`src/rtl/intc_pkg.sv`:
```
package intc_pkg;
  // Word indices (byte address >> 2) of the register map.
  localparam int WORD_FST  = 0;   // fast status, banks 0/1
  localparam int WORD_NRM  = 2;   // normal status, banks 0/1
  localparam int WORD_ENA  = 6;   // enables, banks 0/1
  localparam int WORD_CTL  = 8;   // entry control
  localparam int WORD_BASE = 9;   // entry base
  localparam int WORD_ENT  = 10;  // entry result (read only)
  localparam int WORD_PRI  = 12;  // first priority word
  localparam int SRC_PER_BANK = 32;
  localparam int SRC_PER_PRI  = 8;
  localparam int PRIO_W       = 3;

  typedef logic [PRIO_W-1:0] prio_t;
endpackage

```
`src/rtl/intc_pending.sv`:
```
module intc_pending #(
  parameter int                 NUM_SRC  = 64,
  parameter logic [NUM_SRC-1:0] EDGE_SEL = '1
) (
  input  logic               clk,
  input  logic               rst_n,
  input  logic [NUM_SRC-1:0] src_in,
  input  logic [NUM_SRC-1:0] clr,
  output logic [NUM_SRC-1:0] pend
);
  logic [NUM_SRC-1:0] src_d_q;
  logic [NUM_SRC-1:0] pend_q;
  logic [NUM_SRC-1:0] pend_d;
  logic [NUM_SRC-1:0] set;

  for (genvar i = 0; i < NUM_SRC; i++) begin : g_src
    if (EDGE_SEL[i]) begin : g_edge
      assign set[i] = src_in[i] & ~src_d_q[i];
    end else begin : g_level
      assign set[i] = src_in[i];
    end
  end

  // A new event in the same cycle as a clear wins, so no event is lost.
  always_comb begin
    pend_d = (pend_q & ~clr) | set;
  end

  always_ff @(posedge clk or negedge rst_n) begin
    if (!rst_n) begin
      src_d_q <= '0;
      pend_q  <= '0;
    end else begin
      src_d_q <= src_in;
      pend_q  <= pend_d;
    end
  end

  assign pend = pend_q;
endmodule

```
`src/rtl/intc_arbiter.sv`:
```
module intc_arbiter
  import intc_pkg::*;
#(
  parameter int NUM_SRC = 64,
  localparam int IDX_W  = $clog2(NUM_SRC),
  localparam int LVLS   = $clog2(NUM_SRC)
) (
  input  logic [NUM_SRC-1:0]        req,
  input  prio_t [NUM_SRC-1:0]       prio,
  output logic                      win_valid,
  output logic [IDX_W-1:0]          win_idx,
  output prio_t                     win_prio
);
  // Binary tree: each node keeps the left (lower-numbered) child unless the
  // right one is valid with a strictly lower priority value.
  for (genvar lv = 0; lv <= LVLS; lv++) begin : g_lv
    localparam int W = NUM_SRC >> lv;
    logic [W-1:0]            v;
    prio_t [W-1:0]           p;
    logic [W-1:0][IDX_W-1:0] x;
    if (lv == 0) begin : g_leaf
      assign v = req;
      assign p = prio;
      for (genvar i = 0; i < W; i++) begin : g_i
        assign x[i] = IDX_W'(i);
      end
    end else begin : g_node
      for (genvar k = 0; k < W; k++) begin : g_k
        logic take_l;
        assign take_l = g_lv[lv-1].v[2*k] &&
                        (!g_lv[lv-1].v[2*k+1] ||
                         (g_lv[lv-1].p[2*k] <= g_lv[lv-1].p[2*k+1]));
        assign v[k] = g_lv[lv-1].v[2*k] | g_lv[lv-1].v[2*k+1];
        assign p[k] = take_l ? g_lv[lv-1].p[2*k] : g_lv[lv-1].p[2*k+1];
        assign x[k] = take_l ? g_lv[lv-1].x[2*k] : g_lv[lv-1].x[2*k+1];
      end
    end
  end

  assign win_valid = g_lv[LVLS].v[0];
  assign win_idx   = g_lv[LVLS].x[0];
  assign win_prio  = g_lv[LVLS].p[0];
endmodule

```
`src/rtl/intc_regbank.sv`:
```
module intc_regbank
  import intc_pkg::*;
#(
  parameter int NUM_SRC = 64,
  parameter int ADDR_W  = 8,
  localparam int NBANK  = NUM_SRC / SRC_PER_BANK,
  localparam int NPRI   = NUM_SRC / SRC_PER_PRI,
  localparam int IDX_W  = $clog2(NUM_SRC)
) (
  input  logic                 clk,
  input  logic                 rst_n,
  input  logic                 bus_we,
  input  logic [ADDR_W-1:0]    bus_addr,
  input  logic [31:0]          bus_wdata,
  output logic [31:0]          bus_rdata,
  input  logic [NUM_SRC-1:0]   pend,
  input  logic [NUM_SRC-1:0]   fast_rt,
  input  logic                 win_valid,
  input  logic [IDX_W-1:0]     win_idx,
  output logic [NUM_SRC-1:0]   en,
  output prio_t [NUM_SRC-1:0]  prio,
  output logic [NUM_SRC-1:0]   clr,
  output logic                 scope_norm
);
  logic [ADDR_W-3:0]   word;
  logic [NUM_SRC-1:0]  en_q, en_d;
  prio_t [NUM_SRC-1:0] prio_q, prio_d;
  logic                ctl_q, ctl_d;
  logic [31:0]         base_q, base_d;

  assign word = bus_addr[ADDR_W-1:2];

  // Next state of the programmable registers and the clear strobe.
  always_comb begin
    en_d   = en_q;
    prio_d = prio_q;
    ctl_d  = ctl_q;
    base_d = base_q;
    clr    = '0;
    if (bus_we) begin
      for (int b = 0; b < NBANK; b++) begin
        if (int'(word) == WORD_FST + b || int'(word) == WORD_NRM + b)
          clr[b*SRC_PER_BANK +: SRC_PER_BANK] = bus_wdata;
        if (int'(word) == WORD_ENA + b)
          en_d[b*SRC_PER_BANK +: SRC_PER_BANK] = bus_wdata;
      end
      for (int k = 0; k < NPRI; k++) begin
        if (int'(word) == WORD_PRI + k) begin
          for (int j = 0; j < SRC_PER_PRI; j++)
            prio_d[k*SRC_PER_PRI+j] = bus_wdata[4*j +: PRIO_W];
        end
      end
      if (int'(word) == WORD_CTL)  ctl_d  = bus_wdata[0];
      if (int'(word) == WORD_BASE) base_d = bus_wdata;
    end
  end

  always_ff @(posedge clk or negedge rst_n) begin
    if (!rst_n) begin
      en_q   <= '0;
      prio_q <= {NUM_SRC{prio_t'(3'd7)}};
      ctl_q  <= 1'b0;
      base_q <= '0;
    end else if (bus_we) begin
      en_q   <= en_d;
      prio_q <= prio_d;
      ctl_q  <= ctl_d;
      base_q <= base_d;
    end
  end

  // Read multiplexer.
  always_comb begin
    bus_rdata = '0;
    for (int b = 0; b < NBANK; b++) begin
      if (int'(word) == WORD_FST + b)
        bus_rdata = pend[b*SRC_PER_BANK +: SRC_PER_BANK] & fast_rt[b*SRC_PER_BANK +: SRC_PER_BANK];
      if (int'(word) == WORD_NRM + b)
        bus_rdata = pend[b*SRC_PER_BANK +: SRC_PER_BANK] & ~fast_rt[b*SRC_PER_BANK +: SRC_PER_BANK];
      if (int'(word) == WORD_ENA + b)
        bus_rdata = en_q[b*SRC_PER_BANK +: SRC_PER_BANK];
    end
    for (int k = 0; k < NPRI; k++) begin
      if (int'(word) == WORD_PRI + k) begin
        for (int j = 0; j < SRC_PER_PRI; j++)
          bus_rdata[4*j +: 4] = {1'b0, prio_q[k*SRC_PER_PRI+j]};
      end
    end
    if (int'(word) == WORD_CTL)  bus_rdata = {31'b0, ctl_q};
    if (int'(word) == WORD_BASE) bus_rdata = base_q;
    if (int'(word) == WORD_ENT)
      bus_rdata = win_valid ? base_q + {{(30-IDX_W){1'b0}}, win_idx, 2'b00} : '0;
  end

  assign en         = en_q;
  assign prio       = prio_q;
  assign scope_norm = ctl_q;
endmodule

```
`src/rtl/prio_intc.sv`:
```
module prio_intc
  import intc_pkg::*;
#(
  parameter int                 NUM_SRC  = 64,  // at most 64: two banks
  parameter int                 ADDR_W   = 8,
  parameter logic [NUM_SRC-1:0] EDGE_SEL = {{(NUM_SRC/2){1'b0}}, {(NUM_SRC/2){1'b1}}},
  localparam int                IDX_W    = $clog2(NUM_SRC)
) (
  input  logic               clk,
  input  logic               arst_n,
  input  logic               bus_we,
  input  logic [ADDR_W-1:0]  bus_addr,
  input  logic [31:0]        bus_wdata,
  output logic [31:0]        bus_rdata,
  input  logic [NUM_SRC-1:0] src_in,
  output logic               irq_fast,
  output logic               irq_norm
);
  logic                rst_meta_q, rst_sync_n;
  logic [NUM_SRC-1:0]  pend, en, clr, fast_rt, live, arb_req;
  prio_t [NUM_SRC-1:0] prio;
  logic                scope_norm, arb_valid;
  logic [IDX_W-1:0]    arb_idx;
  prio_t               arb_prio;

  // Reset: asserted at once, released on the second clock edge.
  always_ff @(posedge clk or negedge arst_n) begin
    if (!arst_n) begin
      rst_meta_q <= 1'b0;
      rst_sync_n <= 1'b0;
    end else begin
      rst_meta_q <= 1'b1;
      rst_sync_n <= rst_meta_q;
    end
  end

  intc_pending #(.NUM_SRC(NUM_SRC), .EDGE_SEL(EDGE_SEL)) u_pend (
    .clk(clk), .rst_n(rst_sync_n), .src_in(src_in), .clr(clr), .pend(pend)
  );

  intc_regbank #(.NUM_SRC(NUM_SRC), .ADDR_W(ADDR_W)) u_regs (
    .clk(clk), .rst_n(rst_sync_n), .bus_we(bus_we), .bus_addr(bus_addr),
    .bus_wdata(bus_wdata), .bus_rdata(bus_rdata), .pend(pend), .fast_rt(fast_rt),
    .win_valid(arb_valid), .win_idx(arb_idx), .en(en), .prio(prio), .clr(clr),
    .scope_norm(scope_norm)
  );

  for (genvar i = 0; i < NUM_SRC; i++) begin : g_rt
    assign fast_rt[i] = (prio[i][PRIO_W-1:1] == '0);
  end

  assign live     = pend & en;
  assign arb_req  = scope_norm ? (live & ~fast_rt) : live;
  assign irq_fast = |(live & fast_rt);
  assign irq_norm = |(live & ~fast_rt);

  intc_arbiter #(.NUM_SRC(NUM_SRC)) u_arb (
    .req(arb_req), .prio(prio), .win_valid(arb_valid), .win_idx(arb_idx),
    .win_prio(arb_prio)
  );
endmodule

```
`config.mk`:
```
export PLATFORM = sky130hd
export DESIGN_NAME = prio_intc
export DESIGN_NICKNAME = d
export VERILOG_FILES = /design/src/rtl/intc_pkg.sv /design/src/rtl/intc_pending.sv /design/src/rtl/intc_arbiter.sv /design/src/rtl/intc_regbank.sv /design/src/rtl/prio_intc.sv
export SDC_FILE = /design/constraint.sdc
export NUM_CORES = 1
export LEC_CHECK = 0
export BUFFER_PORTS_ARGS = -buffer_cell sky130_fd_sc_hd__buf_2
export CORE_MARGIN = 4
export CORE_UTILIZATION = 50
export CTS_CLUSTER_SIZE = 25
export DETAILED_ROUTE_END_ITERATION = 8
export MAX_ROUTING_LAYER = met4
export PLACE_DENSITY = 0.67
export REMOVE_ABC_BUFFERS = 1
export SLEW_MARGIN = 10
export SYNTH_ARGS = -nofsm -noshare
export SYNTH_HDL_FRONTEND = slang
export SYNTH_SLANG_ARGS = --single-unit
```
`constraint.sdc`:
```
create_clock -name clk -period 27.2 [get_ports clk]
set_input_delay 5.44 -clock clk [delete_from_list [all_inputs] [get_ports clk]]
set_output_delay 5.44 -clock clk [all_outputs]
set_load 0.02 [all_outputs]
```
==> qor.yml, run 1 <==
cp_slowest_cell: "dfrtp_2"
syn_area_um2: 28300
power_density_nw_per_um2: 106
fill_cells: 5029
clock-sinks: 387
startpoint_type: "flop"
fin_nets: 3413
synth_top_family_by_area: "compound AO/OA/AOI/OAI gates"
die_w_um: 246
min_path_type: "reg -> async"
gr-total-overflow: 0
final_cells: 3935
drive_gt1_frac: 0.263
dieHeight_um: 246
via_per_inst: 6.83
busiest_layer: "met2"
crit_family: "compound AO/OA/AOI/OAI gates"
clk_path_buf_depth: 3
io_buffer_count: 138
grt_usage: 0.424
synth_xor_area_frac: 0.0167
end_kind: "primary output"
fp-row-count: 86
tightestPinTransition_ns: 1.30
pwr-share-clk: 0.220
synth_cells: 3048
globalplace.congestion: 1.08
vias: 26900
ios: 141
synth_cell_types: 106
cts-resized-gates: 0
p_int_mw: 1.76
finalClockSkew_ns: 0.0155
cpPeakStageDelay_ns: 0.97
synth.avg_cell_area_um2: 9.28
cts_hold_buf: 0
drt_first_pass_iters: 8
drt_wl_total_mm: 127
synth_async_sr_flop_share: 1.00
drc: 0
clkTransAtPathRegs_ns: 0.06
initial_core_util: 0.509
yosysSeqAreaShare: 0.351
synth_edf_count: 0
grt_pass1_wl_mm: 181
switching_share: 0.471
drv_cap: 0
numCtsBuffers: 47
grt_max_degree: 166
crit_type: "reg -> out"
ant_nets: 0
grt_pass1_vias: 25400
dp.cells: 3840
setup_viol: 0
tns_ns: 0
power.switching_mw: 1.57
finalCriticalPeriod_ns: 21.20
wl_per_cell_um: 32.4
worst_ep_arrival_time_ns: 15.76
hpwl_mm: 96.3
fin_ws_ns: 6.00
slew_headroom: 0.130
timing.fmax_ghz: 0.0472
areaGrowthSynthToFinish_pct: 11.5
cts_root_buf: "clkbuf_16"
postCtsSetupRepairBufs: 0
insertion_delay_ns: 0.61
seqPwrFrac: 0.234
tritoncts: "yes"
detail_route.iter0.violations: 3865
vdd_ir_drop_max_v: 0.000154
status: "finished, final reports clean"
htreeDepth: 2
use_met2: 0.593
synth_compound_area_frac: 0.196
die_area_um2: 60400
synth_top_flop_cell: "dfrtp_1"
ys_warn_count: 0
antenna_found_initial: 8
grt_use_met3: 0.0946
core_area_um2: 55500
power_leakage_nw: 13.8
dp_slack_ns: 7.08
combinationalPowerShare: 0.546
ys_ff_latch: 387
critPathBufInv: 6
cp_max_fo: 40
synth_mux_area_frac: 0.169
synthSimpleGateAreaFrac: 0.141
synth_fa_ha_area_frac: 0.0788
required_ns: 21.76
hold_violations: 0
grtUsageMet1: 0.574
min_period_over_period: 0.779
rsz0062_at_grt: "no"
power_mw: 3.33
slew_viol_final: 0
## layer usage
| layer | vias up | share of wire |
|---|---|---|
| li1 | 11400 | - |
| met1 | 13200 | 0.40 |
| met2 | 1834 | 0.41 |
| met3 | 407 | 0.12 |
| met4 | 0 | 0.069 |
| met5 | - | 0 |
## path summary, 6_finish.rpt
path	slack [ns]	start	cells after the start	endpoint
worst max-delay path	6.00	u_regs.scope_norm	58	bus_rdata[31]
worst min-delay path	0.35	rst_sync_n	0	u_regs.en[39]
worst max register to register	24.67	rst_sync_n	2	u_pend.pend[56]
worst min register to register	0.35	rst_sync_n	0	u_regs.en[39]
max in group asynchronous	22.49	arst_n	1	rst_sync_n
min in group clk	0.36	rst_meta_q	0	rst_sync_n
## flip-flops by register name, indices dropped and copies added, names as in the netlist
signal / flops
rst_meta_q: 1
u_regs.prio: 192
u_regs.en: 64
u_regs.scope_norm: 1
rst_sync_n: 1
u_pend.src_d_q: 32
u_regs.base_q: 32
u_pend.pend: 64
## cells in the mapped netlist (all sizes together), types with 30 or more instances
cell | count | area share
mux2 | 314 | 0.13
a21oi | 134 | 0.025
nand3 | 121 | 0.021
a21o | 74 | 0.020
mux2i | 117 | 0.042
o22ai | 56 | 0.012
nor3 | 60 | 0.011
nor2 | 192 | 0.026
a211oi | 30 | 0.0092
xnor2 | 49 | 0.015
clkbuf | 106 | 0.014
a22oi | 36 | 0.0096
inv | 204 | 0.027
ha | 164 | 0.073
dfrtp | 195 | 0.17
dfstp | 192 | 0.18
nand2 | 314 | 0.042
a31oi | 56 | 0.013
o21ai | 166 | 0.030
## area by class of cell
cell class | instances | area (µm²) | share of cell area
Multi-Input combinational cell | 2322 | 17100 | 0.542
Sequential cell | 387 | 9930 | 0.315
Clock buffer | 66 | 1380 | 0.0437
Timing Repair Buffer | 177 | 996 | 0.0316
Tap cell | 748 | 936 | 0.0297
Inverter | 206 | 773 | 0.0245
Clock inverter | 22 | 418 | 0.0133
Antenna cell | 7 | 17.5 | 0.000556
## power by group through the flow
stage,clock (mW),sequential [mW],combinational (mW)
after CTS,0.736,0.769,1.78
after floorplan,0,0.739,1.12
after detailed placement,0,0.778,1.77
after global routing,0.764,0.781,1.93
final,0.733,0.777,1.82
after global placement,0,0.775,1.72
## kinds of logic (layout without fill, tap and decap cells)
logic type      after synthesis  after routing
fa+ha+maj                   180            180
flops                       387            387
buf+inv                     339            471
simple gates                860            860
mux                         434            434
other cells                   1              8
xor+xnor                     54             54
compound gates              793            793
## cell usage in the layout (no fill, tap or decap), types with 13 or more instances in the layout
cell type  netlist  final
nor2b_1         28     28
nor2_1         191    189
and2_1          17     17
xnor2_1         49     49
nand3_1        121    121
mux2i_1        116    116
o221ai_1        20     20
inv_1          203    203
o211ai_1        24     24
a21oi_1        129    129
nor3_1          59     56
dfstp_2        192    192
buf_2            4    138
mux2_2         309    309
a31oi_1         53     53
a211o_1         14     14
o21ai_0        153    153
nand3b_1        13     13
o22ai_1         56     56
nand2_1        314    311
dfrtp_1        195    193
clkbuf_16        0     48
a211oi_1        23     23
a21o_1          74     74
nand2b_1        22     22
nor4_1          13     13
ha_1           164    164
a22oi_1         36     36
and3_1          21     21
buf_4            1     38
a221oi_1        24     24
a222oi_1        17     17
o21a_1          27     27
## through the flow
stage               utilization  area (µm²)  hold slack (ns)
detailed placement        0.535       29700            0.344
global route              0.568       31500            0.378
floorplan                     -       27700            0.331
CTS                       0.567       31500            0.357
global placement          0.535       29700            0.339
finish                    0.568       31500            0.354
No activity file was read; power rests on OpenSTA's default activity.
==> run 2, diff against run 1 <==
--- a/config.mk
+++ b/config.mk
@@ -11,7 +11,7 @@
 export CTS_CLUSTER_SIZE = 25
 export DETAILED_ROUTE_END_ITERATION = 8
 export MAX_ROUTING_LAYER = met4
-export PLACE_DENSITY = 0.67
+export PLACE_DENSITY = 0.7
 export REMOVE_ABC_BUFFERS = 1
 export SLEW_MARGIN = 10
 export SYNTH_ARGS = -nofsm -noshare
==> constraint.sdc (replaced) <==
create_clock -name clk -period 17.3 [get_ports clk]
set_input_delay 3.46 -clock clk [delete_from_list [all_inputs] [get_ports clk]]
set_output_delay 3.46 -clock clk [all_outputs]
set_load 0.02 [all_outputs]
==> run 2 against run 1 <==
Effect of this change: sequential power increased by 57%; worst setup slack got worse by 5.4 ns; utilization increased by 0.75 points; clock power increased by 43%; highest routed layer unchanged.
==> qor.yml, run 2 (synthesis gave the netlist of run 1 again) <==
clkTransAtPathRegs_ns: 0.06  # about the same
drive_gt1_frac: 0.281  # was 0.263
highest_layer: "met4"  # unchanged
core_area_um2: 55500  # unchanged
drt_wl_total_mm: 129  # was 127 mm
startpoint_type: "flop"  # unchanged
largest_reg_flops: 192  # unchanged
detail_route.iter0.violations: 4570  # was 3865
vdd_ir_drop_max_v: 0.000242  # was 0.000154 V
cp_max_fo: 7  # was 40
slew_headroom: 0.140  # was 0.130
numCtsBuffers: 47  # unchanged
drc: 0  # unchanged
status: "finished, final reports clean"  # unchanged
hold_violations: 0  # unchanged
fp-row-count: 86  # unchanged
ios: 141  # unchanged
tightestPinTransition_ns: 1.29  # was 1.30 ns
grt_pass1_wl_mm: 182  # was 181 mm
min_path_type: "reg -> async"  # unchanged
cts_hold_buf: 0  # unchanged
io_buffer_count: 138  # unchanged
grt_max_degree: 81  # was 166
dp_slack_ns: 1.23  # was 7.08 ns
clk_path_buf_depth: 3  # unchanged
grt_usage: 0.426  # was 0.424
fin_ws_ns: 0.549  # was 6.00 ns
worst_ep_arrival_time_ns: 13.29  # was 15.76 ns
cpMostUsedCell: "ha_1"
cts_root_buf: "clkbuf_16"  # unchanged
clock-sinks: 387  # unchanged
final_common_cell: "nand2_1"  # unchanged
htreeDepth: 2  # unchanged
power_mw: 5.76  # was 3.33 mW
die_area_um2: 60400  # unchanged
multi_input_area_um2: 17100  # about the same
vias: 27600  # was 26900
dp.cells: 3914  # was 3840
wl_met1_mm: 50.7  # was 51.0 mm
fill_cells: 4945  # was 5029
finalClockSkew_ns: 0.0279  # was 0.0155 ns
crit_type: "reg -> out"  # unchanged
globalplace.congestion: 1.08  # about the same
via_per_inst: 6.90  # was 6.83
final_cells: 4005  # was 3935
tns_ns: 0  # unchanged
routed-wl-met3_mm: 16.0  # was 15.3 mm
drt_first_pass_iters: 7  # was 8
cpPeakStageDelay_ns: 0.61  # was 0.97 ns
final_cell_mix: "nand2_1 (311), mux2_2 (309), inv_1 (203)"  # unchanged
area.sequential_um2: 9930  # unchanged
power_density_nw_per_um2: 180  # was 106 nW/µm²
die_w_um: 246  # unchanged
rsz0062_at_grt: "no"  # unchanged
drv_cap: 0  # unchanged
setup_viol: 0  # unchanged
gr-total-overflow: 0  # unchanged
tritoncts: "yes"  # unchanged
grt_pass1_vias: 26000  # was 25400
power_leakage_nw: 14.1  # was 13.8 nW
end_kind: "primary output"  # unchanged
fin_nets: 3491  # was 3413
antenna_found_initial: 7  # was 8
areaGrowthSynthToFinish_pct: 13.0  # was 11.5%
dieHeight_um: 246  # unchanged
finalCriticalPeriod_ns: 16.75
min_period_over_period: 0.968
insertion_delay_ns: 0.62  # was 0.61 ns
required_ns: 13.84  # was 21.76 ns
wl_per_cell_um: 32.2  # was 32.4 µm
initial_core_util: 0.509  # unchanged
wl_met2_mm: 52.4  # was 52.3 mm
ant_nets: 0  # unchanged
slew_viol_final: 0  # unchanged
hpwl_mm: 97.4  # was 96.3 mm
cp_slowest_cell: "dfstp_2"  # was dfrtp_2
timing.fmax_ghz: 0.0597
run 2: changes by cell type in the layout (fill, tap and decap cells not counted), moves of 3 or more:
cell	delta
clkinv_2	+4
mux2i_1	-3
buf_4	+78
clkbuf_8	-3
bufinv_16	-4
diode_2	-4
run 2: metal layers:
metal  global-route usage  vias up
met4                0.231        0
met2                0.602     2003
met1                0.562    13600
li1                     -    11600
met3                0.105      473
met5                    -        -
run 2: worst max-delay path: cells and delay by family, from the launching register on:
kind | cells | cell delay (ns)
AOI/OAI and AO/OA | 24 | 4.20
adders and majority gates | 9 | 2.53
buffers and inverters | 11 | 1.44
DFF | 1 | 0.61
muxes | 4 | 1.47
and+or+nand+nor | 14 | 2.40
run 2: repair_timing:
action                     CTS  global route
setup buffers                0             4
setup endpoints to repair    0            21
resized for setup            0            13
run 2: cell type report:
cell class,instances,share of cell area
multi-input cells,2322,0.536
flip-flops and latches,387,0.311
repair buffers,255,0.0492
clock buffers,64,0.0413
well taps,748,0.0293
inverters,206,0.0242
clock inverters,20,0.00878
diodes,3,0.000235
run 2: path summary, 6_finish.rpt:
path	to	slack [ns]	depth (start not counted)	from
worst max-delay path	bus_rdata[21]	0.55	62	u_regs.prio[22]
worst min-delay path	u_regs.base_q[24]	0.30	0	rst_sync_n
worst max register to register	u_pend.pend[46]	13.81	3	rst_sync_n
worst min register to register	u_regs.base_q[24]	0.30	0	rst_sync_n
max in group asynchronous	u_pend.pend[46]	13.81	3	rst_sync_n
min in group clk	rst_sync_n	0.36	0	rst_meta_q
run 2: where the power goes:
part | total (mW) | leakage [nW] | switching, mW | internal (mW)
clock network | 1.05 | 0.783 | 0.426 | 0.623
logic | 3.49 | 9.07 | 2.00 | 1.49
registers | 1.22 | 4.25 | 0.162 | 1.05
run 2: metrics by stage:
stage / instance area [µm²] / hold WS (ns) / util
2_1_floorplan: 27700 / 0.331 / -
3_3_place_gp: 30300 / 0.299 / 0.545
3_5_place_dp: 30300 / 0.309 / 0.545
4_1_cts: 31900 / 0.309 / 0.574
5_1_grt: 31900 / 0.340 / 0.575
6_report: 31900 / 0.301 / 0.575
